$ cat config.mk
export PLATFORM = sky130hd
export DESIGN_NAME = shift_alu
export DESIGN_NICKNAME = d
export VERILOG_FILES = /design/src/rtl/shift_alu_pkg.sv /design/src/rtl/shift_alu_shifter.sv /design/src/rtl/shift_alu_addsub.sv /design/src/rtl/shift_alu_flags.sv /design/src/rtl/shift_alu.sv
export SDC_FILE = /design/constraint.sdc
export NUM_CORES = 1
export LEC_CHECK = 0
export BUFFER_PORTS_ARGS = -buffer_cell sky130_fd_sc_hd__buf_4
export CELL_PAD_IN_SITES_DETAIL_PLACEMENT = 0
export CELL_PAD_IN_SITES_GLOBAL_PLACEMENT = 1
export CORE_AREA = 2 2 144 160
export DETAILED_ROUTE_END_ITERATION = 6
export DIE_AREA = 0 0 146 162
export PLACE_DENSITY_LB_ADDON = 0.3
export SYNTH_ARGS = -nofsm -noshare
export SYNTH_HDL_FRONTEND = slang
export SYNTH_SLANG_ARGS = --single-unit
$ cat constraint.sdc
create_clock -name vclk -period 7.8
set_clock_uncertainty 0.2 [all_clocks]
set_input_delay 1.17 -clock vclk [all_inputs]
set_output_delay 1.17 -clock vclk [all_outputs]
set_load 0.02 [all_outputs]
$ cat src/rtl/shift_alu_pkg.sv
package shift_alu_pkg;

    typedef enum logic [1:0] {
        SHK_LSL = 2'b00,
        SHK_LSR = 2'b01,
        SHK_ASR = 2'b10,
        SHK_ROR = 2'b11
    } shift_kind_e;

    typedef enum logic [1:0] {
        ALU_MOV  = 2'b00,
        ALU_ADD  = 2'b01,
        ALU_SUB  = 2'b10,
        ALU_MOVX = 2'b11
    } alu_op_e;

    typedef struct packed {
        logic n;
        logic z;
        logic c;
        logic v;
    } flags_t;

endpackage

$ cat src/rtl/shift_alu_shifter.sv
module shift_alu_shifter
    import shift_alu_pkg::*;
#(
    parameter int W  = 32,
    parameter int AW = $clog2(W)
) (
    input  logic [W-1:0]  operand,
    input  logic [1:0]    kind,
    input  logic [AW-1:0] amount,
    input  logic          carry_in,
    output logic [W-1:0]  shifted,
    output logic          carry_out
);

    // One stage of the logarithmic shifter: returns {carry, value}.
    function automatic logic [W:0] stage_fn(input logic [W-1:0] x,
                                            input logic [1:0]   k,
                                            input int           s);
        logic [AW-1:0] hi_idx;
        logic [AW-1:0] lo_idx;
        logic [W-1:0]  v;
        logic          c;
        hi_idx = AW'(W - s);
        lo_idx = AW'(s - 1);
        unique case (shift_kind_e'(k))
            SHK_LSL: begin
                v = x << s;
                c = x[hi_idx];
            end
            SHK_LSR: begin
                v = x >> s;
                c = x[lo_idx];
            end
            SHK_ASR: begin
                v = $signed(x) >>> s;
                c = x[lo_idx];
            end
            default: begin
                v = (x >> s) | (x << (W - s));
                c = x[lo_idx];
            end
        endcase
        return {c, v};
    endfunction

    logic [W-1:0] stage_val [0:AW];
    logic         stage_c   [0:AW];

    assign stage_val[0] = operand;
    assign stage_c[0]   = carry_in;

    for (genvar g = 0; g < AW; g++) begin : g_stage
        localparam int STEP = 1 << g;
        logic [W:0] step_res;
        assign step_res         = stage_fn(stage_val[g], kind, STEP);
        assign stage_val[g + 1] = amount[g] ? step_res[W-1:0] : stage_val[g];
        assign stage_c[g + 1]   = amount[g] ? step_res[W]     : stage_c[g];
    end

    assign shifted   = stage_val[AW];
    assign carry_out = stage_c[AW];

endmodule

$ cat src/rtl/shift_alu_addsub.sv
module shift_alu_addsub #(
    parameter int W = 32
) (
    input  logic [W-1:0] lhs,
    input  logic [W-1:0] rhs,
    input  logic         subtract,
    output logic [W-1:0] sum,
    output logic         carry_out,
    output logic         overflow
);

    logic [W-1:0] rhs_eff;
    logic [W:0]   wide;

    assign rhs_eff   = subtract ? ~rhs : rhs;
    assign wide      = {1'b0, lhs} + {1'b0, rhs_eff} + {{W{1'b0}}, subtract};
    assign sum       = wide[W-1:0];
    assign carry_out = wide[W];
    assign overflow  = (lhs[W-1] == rhs_eff[W-1]) && (wide[W-1] != lhs[W-1]);

endmodule

$ cat src/rtl/shift_alu_flags.sv
module shift_alu_flags
    import shift_alu_pkg::*;
#(
    parameter int W = 32
) (
    input  logic [1:0]   op,
    input  logic         set_flags,
    input  logic [W-1:0] res,
    input  logic         shift_c,
    input  logic         arith_c,
    input  logic         arith_v,
    input  logic [3:0]   prev,
    output logic [3:0]   next
);

    flags_t old_f;
    flags_t new_f;

    assign old_f = flags_t'(prev);

    always_comb begin
        new_f   = old_f;
        new_f.n = res[W-1];
        new_f.z = (res == '0);
        unique case (alu_op_e'(op))
            ALU_ADD, ALU_SUB: begin
                new_f.c = arith_c;
                new_f.v = arith_v;
            end
            default: begin
                new_f.c = shift_c;
                new_f.v = old_f.v;
            end
        endcase
    end

    assign next = set_flags ? new_f : old_f;

endmodule

$ cat src/rtl/shift_alu.sv
module shift_alu
    import shift_alu_pkg::*;
#(
    parameter int W = 32,
    localparam int AW = $clog2(W)
) (
    input  logic [W-1:0]  op_a,
    input  logic [W-1:0]  op_b,
    input  logic [1:0]    shift_kind,
    input  logic [AW-1:0] shift_amt,
    input  logic [1:0]    alu_op,
    input  logic          set_flags,
    input  logic [3:0]    flags_in,
    output logic [W-1:0]  result,
    output logic [3:0]    flags_out
);

    logic [W-1:0] b_shifted;
    logic         sh_carry;
    logic [W-1:0] arith_sum;
    logic         arith_c;
    logic         arith_v;
    logic         is_sub;
    logic         is_arith;

    assign is_sub   = (alu_op_e'(alu_op) == ALU_SUB);
    assign is_arith = (alu_op_e'(alu_op) == ALU_ADD) || is_sub;

    shift_alu_shifter #(.W(W), .AW(AW)) u_shift (
        .operand  (op_b),
        .kind     (shift_kind),
        .amount   (shift_amt),
        .carry_in (flags_in[1]),
        .shifted  (b_shifted),
        .carry_out(sh_carry)
    );

    shift_alu_addsub #(.W(W)) u_arith (
        .lhs      (op_a),
        .rhs      (b_shifted),
        .subtract (is_sub),
        .sum      (arith_sum),
        .carry_out(arith_c),
        .overflow (arith_v)
    );

    assign result = is_arith ? arith_sum : b_shifted;

    shift_alu_flags #(.W(W)) u_flags (
        .op       (alu_op),
        .set_flags(set_flags),
        .res      (result),
        .shift_c  (sh_carry),
        .arith_c  (arith_c),
        .arith_v  (arith_v),
        .prev     (flags_in),
        .next     (flags_out)
    );

endmodule

Yosys cells after proc, flatten, opt, wreduce, memory -nomap -nowiden
Cells that the tools add are included.
Widths: inputs -> output; s select.
{"block": "totals", "ff_bits": 0, "latch_bits": 0, "ramBits": 0, "romBits": 0, "inputBits": 78, "out_inout_bits": 36, "elab_cells": 43, "memories": 0}
{"block": "op_classes", "addsub": 2, "n_mul": 0, "div_mod_pow": 0, "order_cmp": 0, "n_eq_ne": 6, "shift": 0, "n_mux": 24, "bitwise_logic": 6, "reduce_logical": 5}
{"operator": "$pmux 32 s3", "count": 5}
{"operator": "$mux 32", "count": 7}
{"operator": "$add 32x32->33", "count": 1}
{"operator": "$add 33x1->33", "count": 1}
{"operator": "$logic_not 32->1", "count": 1}
{"operator": "$not 32->32", "count": 1}
{"operator": "$or 16x32->32", "count": 1}
{"operator": "$or 24x32->32", "count": 1}
{"operator": "$or 28x32->32", "count": 1}
{"operator": "$or 30x32->32", "count": 1}
{"operator": "$or 31x32->32", "count": 1}
{"operator": "$mux 1", "count": 10}
{"operator": "$eq 2x1->1 const B", "count": 2}
{"operator": "$eq 2x2->1 const B", "count": 2}
{"operator": "$mux 4", "count": 1}
{"operator": "$logic_not 2->1", "count": 1}
{"operator": "$mux 2", "count": 1}
{"operator": "$reduce_or 2->1", "count": 1}
{"operator": "$eq 1x1->1", "count": 1}
{"operator": "$logic_and 1x1->1", "count": 1}
{"operator": "$logic_or 1x1->1", "count": 1}
{"operator": "$ne 1x1->1", "count": 1}

Logic depth before layout (Yosys ltp)
{"block": "depth", "depth_word": 23, "ltp_mapped": 28, "depth_no_buf": 22}

Modules after synthesis
From an unflattened synthesis, not the netlist that was laid out.
{"block": "unflattened", "hier_cells": 1079, "area_unflattened_um2": 8097.8}
{"module": "shift_alu_shifter", "n_inst": 1, "cells_each": 749, "area_per_inst_um2": 5412.7, "seq_area_each_um2": 0.0}
{"module": "shift_alu_addsub", "n_inst": 1, "cells_each": 272, "area_per_inst_um2": 1974.4, "seq_area_each_um2": 0.0}
{"module": "shift_alu", "n_inst": 1, "cells_each": 38, "area_per_inst_um2": 560.5, "seq_area_each_um2": 0.0}
{"module": "shift_alu_flags", "n_inst": 1, "cells_each": 20, "area_per_inst_um2": 150.1, "seq_area_each_um2": 0.0}

Least setup slack after synthesis
Ideal clock, no wire load.
{"block": "synth_path", "path_type": "input -> output", "start": "input port shift_kind[1]", "end": "output port flags_out[2]", "arrival_time_ns": 6.166, "t_required_ns": 6.430, "path_slack_ns": 0.264, "stages": 22, "path_cell_list": "buf_6 -> buf_4 -> buf_2 -> or3b_2 -> a311oi_1 -> nor3_1 -> a2111oi_0 -> a211oi_1 -> a31oi_1 -> xor2_1 -> ha_1 -> clkbuf_1 -> a2111oi_0 -> nand4_1 -> a31oi_1 -> nor2b_1 -> o21a_1 -> o21a_1 -> o31ai_1 -> and4bb_1 -> nand4_1 -> o21ai_1"}
{"block": "synth_between", "elab_chain_cells": 22}
{"element": "start: declaration", "line_no": "shift_alu.sv:9", "text": "input logic [1:0] shift_kind,"}
{"element": "$eq 2x2->1 (tied with other cells)", "line_no": "shift_alu_shifter.sv:25", "text": "unique case (shift_kind_e'(k))"}
{"element": "$pmux 32 s3", "line_no": "shift_alu_shifter.sv:25"}
{"element": "$mux 32", "line_no": "shift_alu_shifter.sv:56", "text": "assign stage_val[g + 1] = amount[g] ? step_res[W-1:0] : stage_val[g];"}
{"element": "$or 30x32->32", "line_no": "shift_alu_shifter.sv:39", "text": "v = (x >> s) | (x << (W - s));"}
{"element": "$pmux 32 s3", "line_no": "shift_alu_shifter.sv:25"}
{"element": "$mux 32", "line_no": "shift_alu_shifter.sv:56"}
{"element": "$or 28x32->32", "line_no": "shift_alu_shifter.sv:39"}
{"element": "$pmux 32 s3", "line_no": "shift_alu_shifter.sv:25"}
{"element": "[7 not listed]"}
{"element": "$not 32->32", "line_no": "shift_alu_addsub.sv:15", "text": "assign rhs_eff = subtract ? ~rhs : rhs;"}
{"element": "$mux 32", "line_no": "shift_alu_addsub.sv:15"}
{"element": "$add 32x32->33", "line_no": "shift_alu_addsub.sv:16", "text": "assign wide = {1'b0, lhs} + {1'b0, rhs_eff} + {{W{1'b0}}, subtract};"}
{"element": "$add 33x1->33", "line_no": "shift_alu_addsub.sv:16"}
{"element": "$mux 32 (*)", "line_no": "shift_alu.sv:47", "text": "assign result = is_arith ? arith_sum : b_shifted;"}
{"element": "net result[30]", "line_no": "shift_alu.sv:14", "text": "output logic [W-1:0] result,"}
{"element": "$logic_not 32->1 (*)", "line_no": "shift_alu_flags.sv:24", "text": "new_f.z = (res == '0);"}
{"element": "$mux 4 (*)", "line_no": "shift_alu_flags.sv:37", "text": "assign next = set_flags ? new_f : old_f;"}
{"element": "end: declaration", "line_no": "shift_alu.sv:15", "text": "output logic [3:0] flags_out"}
The timed path passes the listed nets; every way through them passes the cells marked *.

Worst setup path after layout
{"block": "layout_path", "start": "input port shift_kind[1]", "end": "output port flags_out[2]"}
{"block": "layout_between", "elab_chain_cells": 22}
{"element": "$eq 2x2->1 (tied with other cells)", "line_no": "shift_alu_shifter.sv:25"}
{"element": "$pmux 32 s3", "line_no": "shift_alu_shifter.sv:25"}
{"element": "$mux 32", "line_no": "shift_alu_shifter.sv:56"}
{"element": "$or 30x32->32", "line_no": "shift_alu_shifter.sv:39"}
{"element": "$pmux 32 s3", "line_no": "shift_alu_shifter.sv:25"}
{"element": "$mux 32", "line_no": "shift_alu_shifter.sv:56"}
{"element": "$or 28x32->32", "line_no": "shift_alu_shifter.sv:39"}
{"element": "$pmux 32 s3", "line_no": "shift_alu_shifter.sv:25"}
{"element": "[6 not listed]"}
{"element": "$mux 32 (*)", "line_no": "shift_alu_shifter.sv:56"}
{"element": "$not 32->32", "line_no": "shift_alu_addsub.sv:15"}
{"element": "$mux 32", "line_no": "shift_alu_addsub.sv:15"}
{"element": "$add 32x32->33", "line_no": "shift_alu_addsub.sv:16"}
{"element": "$add 33x1->33", "line_no": "shift_alu_addsub.sv:16"}
{"element": "$mux 32 (*)", "line_no": "shift_alu.sv:47"}
{"element": "$logic_not 32->1 (*)", "line_no": "shift_alu_flags.sv:24"}
{"element": "$mux 4 (*)", "line_no": "shift_alu_flags.sv:37"}
Every way passes the cells marked *; elsewhere a longest branch is shown, timed or not.

==> impl_metrics.env <==
export IMPL_wl_per_cell_um=25.9
export IMPL_yosysTopAreaCellShare_pct=5.56
export IMPL_whs_path_depth=3
export IMPL_ioPinCount=114
export IMPL_startpoint_type="input pin"
export IMPL_final_cell_mix="buf_4, nor2_1, nand2_1"
export IMPL_die_x_um=146
export IMPL_flops_and_latches=0
export IMPL_p_total_mw=1.99
export IMPL_postCtsHoldBufs=0
export IMPL_crit_fanout=7
export IMPL_worst_pin_slew_ns=1.24
export IMPL_maxSlewViolCount=0
export IMPL_grt_pass1_vias=12800
export IMPL_grt_pass1_wl_um=76600
export IMPL_first_pass_iters=6
export IMPL_overflow=0
export IMPL_place_area_mm2=0.0125
export IMPL_yosysTopAreaCell="a21oi_1"
export IMPL_syn_area_per_cell_um2=6.67
export IMPL_p_int_mw=0.935
export IMPL_stdcell_area_mm2=0.0149
export IMPL_start_util_pct=37.7
export IMPL_hp_class="in -> out"
export IMPL_combPwrFrac_pct=100.0
export IMPL_max_cap_violations=0
export IMPL_yosys_cell_types_count=102
export IMPL_nets=1872
export IMPL_slew_headroom_pct=17.4
export IMPL_grt_util_met1_pct=45.8
export IMPL_rsz0062_at_grt="true"
export IMPL_timing_critical_path_from="shift_kind[1]"
export IMPL_grt_use_total_pct=41.4
export IMPL_synth_yosys_seq_area_share_pct=0
export IMPL_finalHoldViolations=0
export IMPL_routed_wl_um=53300
export IMPL_clkPwrFrac_pct=0
export IMPL_row_count=57
export IMPL_route_vias_total=13500
export IMPL_antenna_cells=0
export IMPL_crit_type="in -> out"
export IMPL_yosysWarnings=0
export IMPL_drc=0
export IMPL_seqPwrFrac_pct=0
export IMPL_cp_end_kind="output pin"
export IMPL_drt_iter0_markers=1114
export IMPL_max_freq_mhz=129
export IMPL_gp_congestion=1.05
export IMPL_clkbuf_count=0
export IMPL_min_to="flags_out[3]"
export IMPL_switching_share_pct=53.0
export IMPL_die_h_um=162
export IMPL_busiest_layer="met2"
export IMPL_antenna_found_initial=0
export IMPL_leakage_nw=6.39
export IMPL_final_util_pct=67.7
export IMPL_hold_start="flags_in[3]"
export IMPL_fp_dieArea_mm2=0.0237
export IMPL_setup_viol=0
export IMPL_status="complete, no violations"
export IMPL_use_met2_pct=72.5
export IMPL_syn_nets=1353
export IMPL_setup_tns_final_ns=0
export IMPL_synth_area_leaders="a21oi_1, nor2_1, ha_1"
export IMPL_grt_max_degree=55
export IMPL_power_switching_mw=1.06
export IMPL_p_per_area_mw_per_mm2=134
export IMPL_period_share_pct=99.3
export IMPL_cp_data_required_time_ns=6.43
export IMPL_synthCells=1242
export IMPL_gr_usage_met3_pct=4.80
export IMPL_area_growth_pct=79.8
export IMPL_finalCriticalPeriod_ns=7.75
export IMPL_core_area_mm2=0.0220
export IMPL_regArea_um2=0
export IMPL_syn_cell_area_mm2=0.00828
export IMPL_hpwl_um=41700
export IMPL_ir_worst_vdd_v=0.0000507
export IMPL_layout_drive_gt1_share_pct=53.6
export IMPL_port_buffers=114
export IMPL_antenna_left=0
export IMPL_layout_commonest_cell="buf_4"
export IMPL_crit_arrival_ns=6.38
export IMPL_via_per_inst=6.56
-- layer usage --
layer  part of all wire (%)  vias to the layer above
li1                       -                     5915
met1                     35                     6334
met2                     47                      916
met3                    8.0                      313
met4                     10                        0
met5                      0                        -
-- cells by family after synthesis --
family	share of synthesized area [%]
compound gates	44.5
xor+xnor	5.82
fa+ha+maj	5.08
simple gates	26.3
mux	10.3
buf+inv	8.10
-- cell usage after synthesis, drive strengths merged, types with 16 or more instances --
cell    instances
nor2          117
o21ai         104
a21oi          94
nand2          85
clkbuf         65
buf            50
mux2i          39
a211oi         36
a31oi          36
nor3           36
ha             32
nand3          30
xor2           29
inv            27
o211ai         27
xnor2          26
or3b           25
a311oi         23
o22ai          23
nand2b         20
mux2           19
o31ai          18
a21o           16
-- metrics by stage --
step | instances | hold slack (ns) | worst slack [ns]
final | 2054 | 2.47 | 0.0547
after global placement | 1987 | 2.48 | -0.727
after detailed placement | 1987 | 2.48 | -0.805
after floorplan | 1242 | 2.26 | 0.264
after global routing | 2054 | 2.49 | -0.175
after CTS | 2007 | 2.48 | 0.00259
-- power by group through the flow --
stage               Combinational [mW]  Sequential, mW  Clock, mW
floorplan                        0.799               0          0
global placement                  1.60               0          0
detailed placement                1.61               0          0
CTS                               1.73               0          0
global route                      2.08               0          0
finish                            1.99               0          0
-- worst max-delay path by stage --
stage / to / cells after the start
CTS: flags_out[2] / 27
detailed placement: flags_out[2] / 27
finish: flags_out[2] / 27
floorplan: flags_out[2] / 22
global placement: flags_out[2] / 27
global route: flags_out[2] / 27
-- final cells by class --
type / instances / area (um2)
repair buffers: 632 / 5140
well taps: 295 / 369
multi-input cells: 1098 / 9260
fillers: 1959 / 7090
inverters: 29 / 109
-- critical path, stage by stage --
cell and delay (ns):
buf_12 0.13, buf_12 0.14, or2_4 0.25, buf_6 0.13
mux4_2 0.47, a21oi_4 0.25, buf_4 0.16, nor2_1 0.03
o32ai_1 0.34, o21ai_0 0.18, o2bb2ai_2 0.31, xnor2_1 0.11
ha_1 0.28, buf_4 0.17, o21bai_1 0.15, a21o_1 0.20
a21o_1 0.20, a21oi_2 0.21, o21ai_0 0.17, buf_4 0.18
nor3_1 0.18, o31ai_2 0.13, a221oi_2 0.25, and4bb_1 0.20
nand4_1 0.10, o21ai_1 0.10, buf_4 0.15
-- repair_timing --
item / CTS / global route
endpoints found under the setup margin: 13 / 9
setup buffers: 19 / 52
endpoints found under the hold margin: 0 / 0
gates resized for setup: 130 / 251
pin swaps: 57 / 133
gates cloned: 2 / 3
Note: power is estimated with default switching activity, not from simulation.
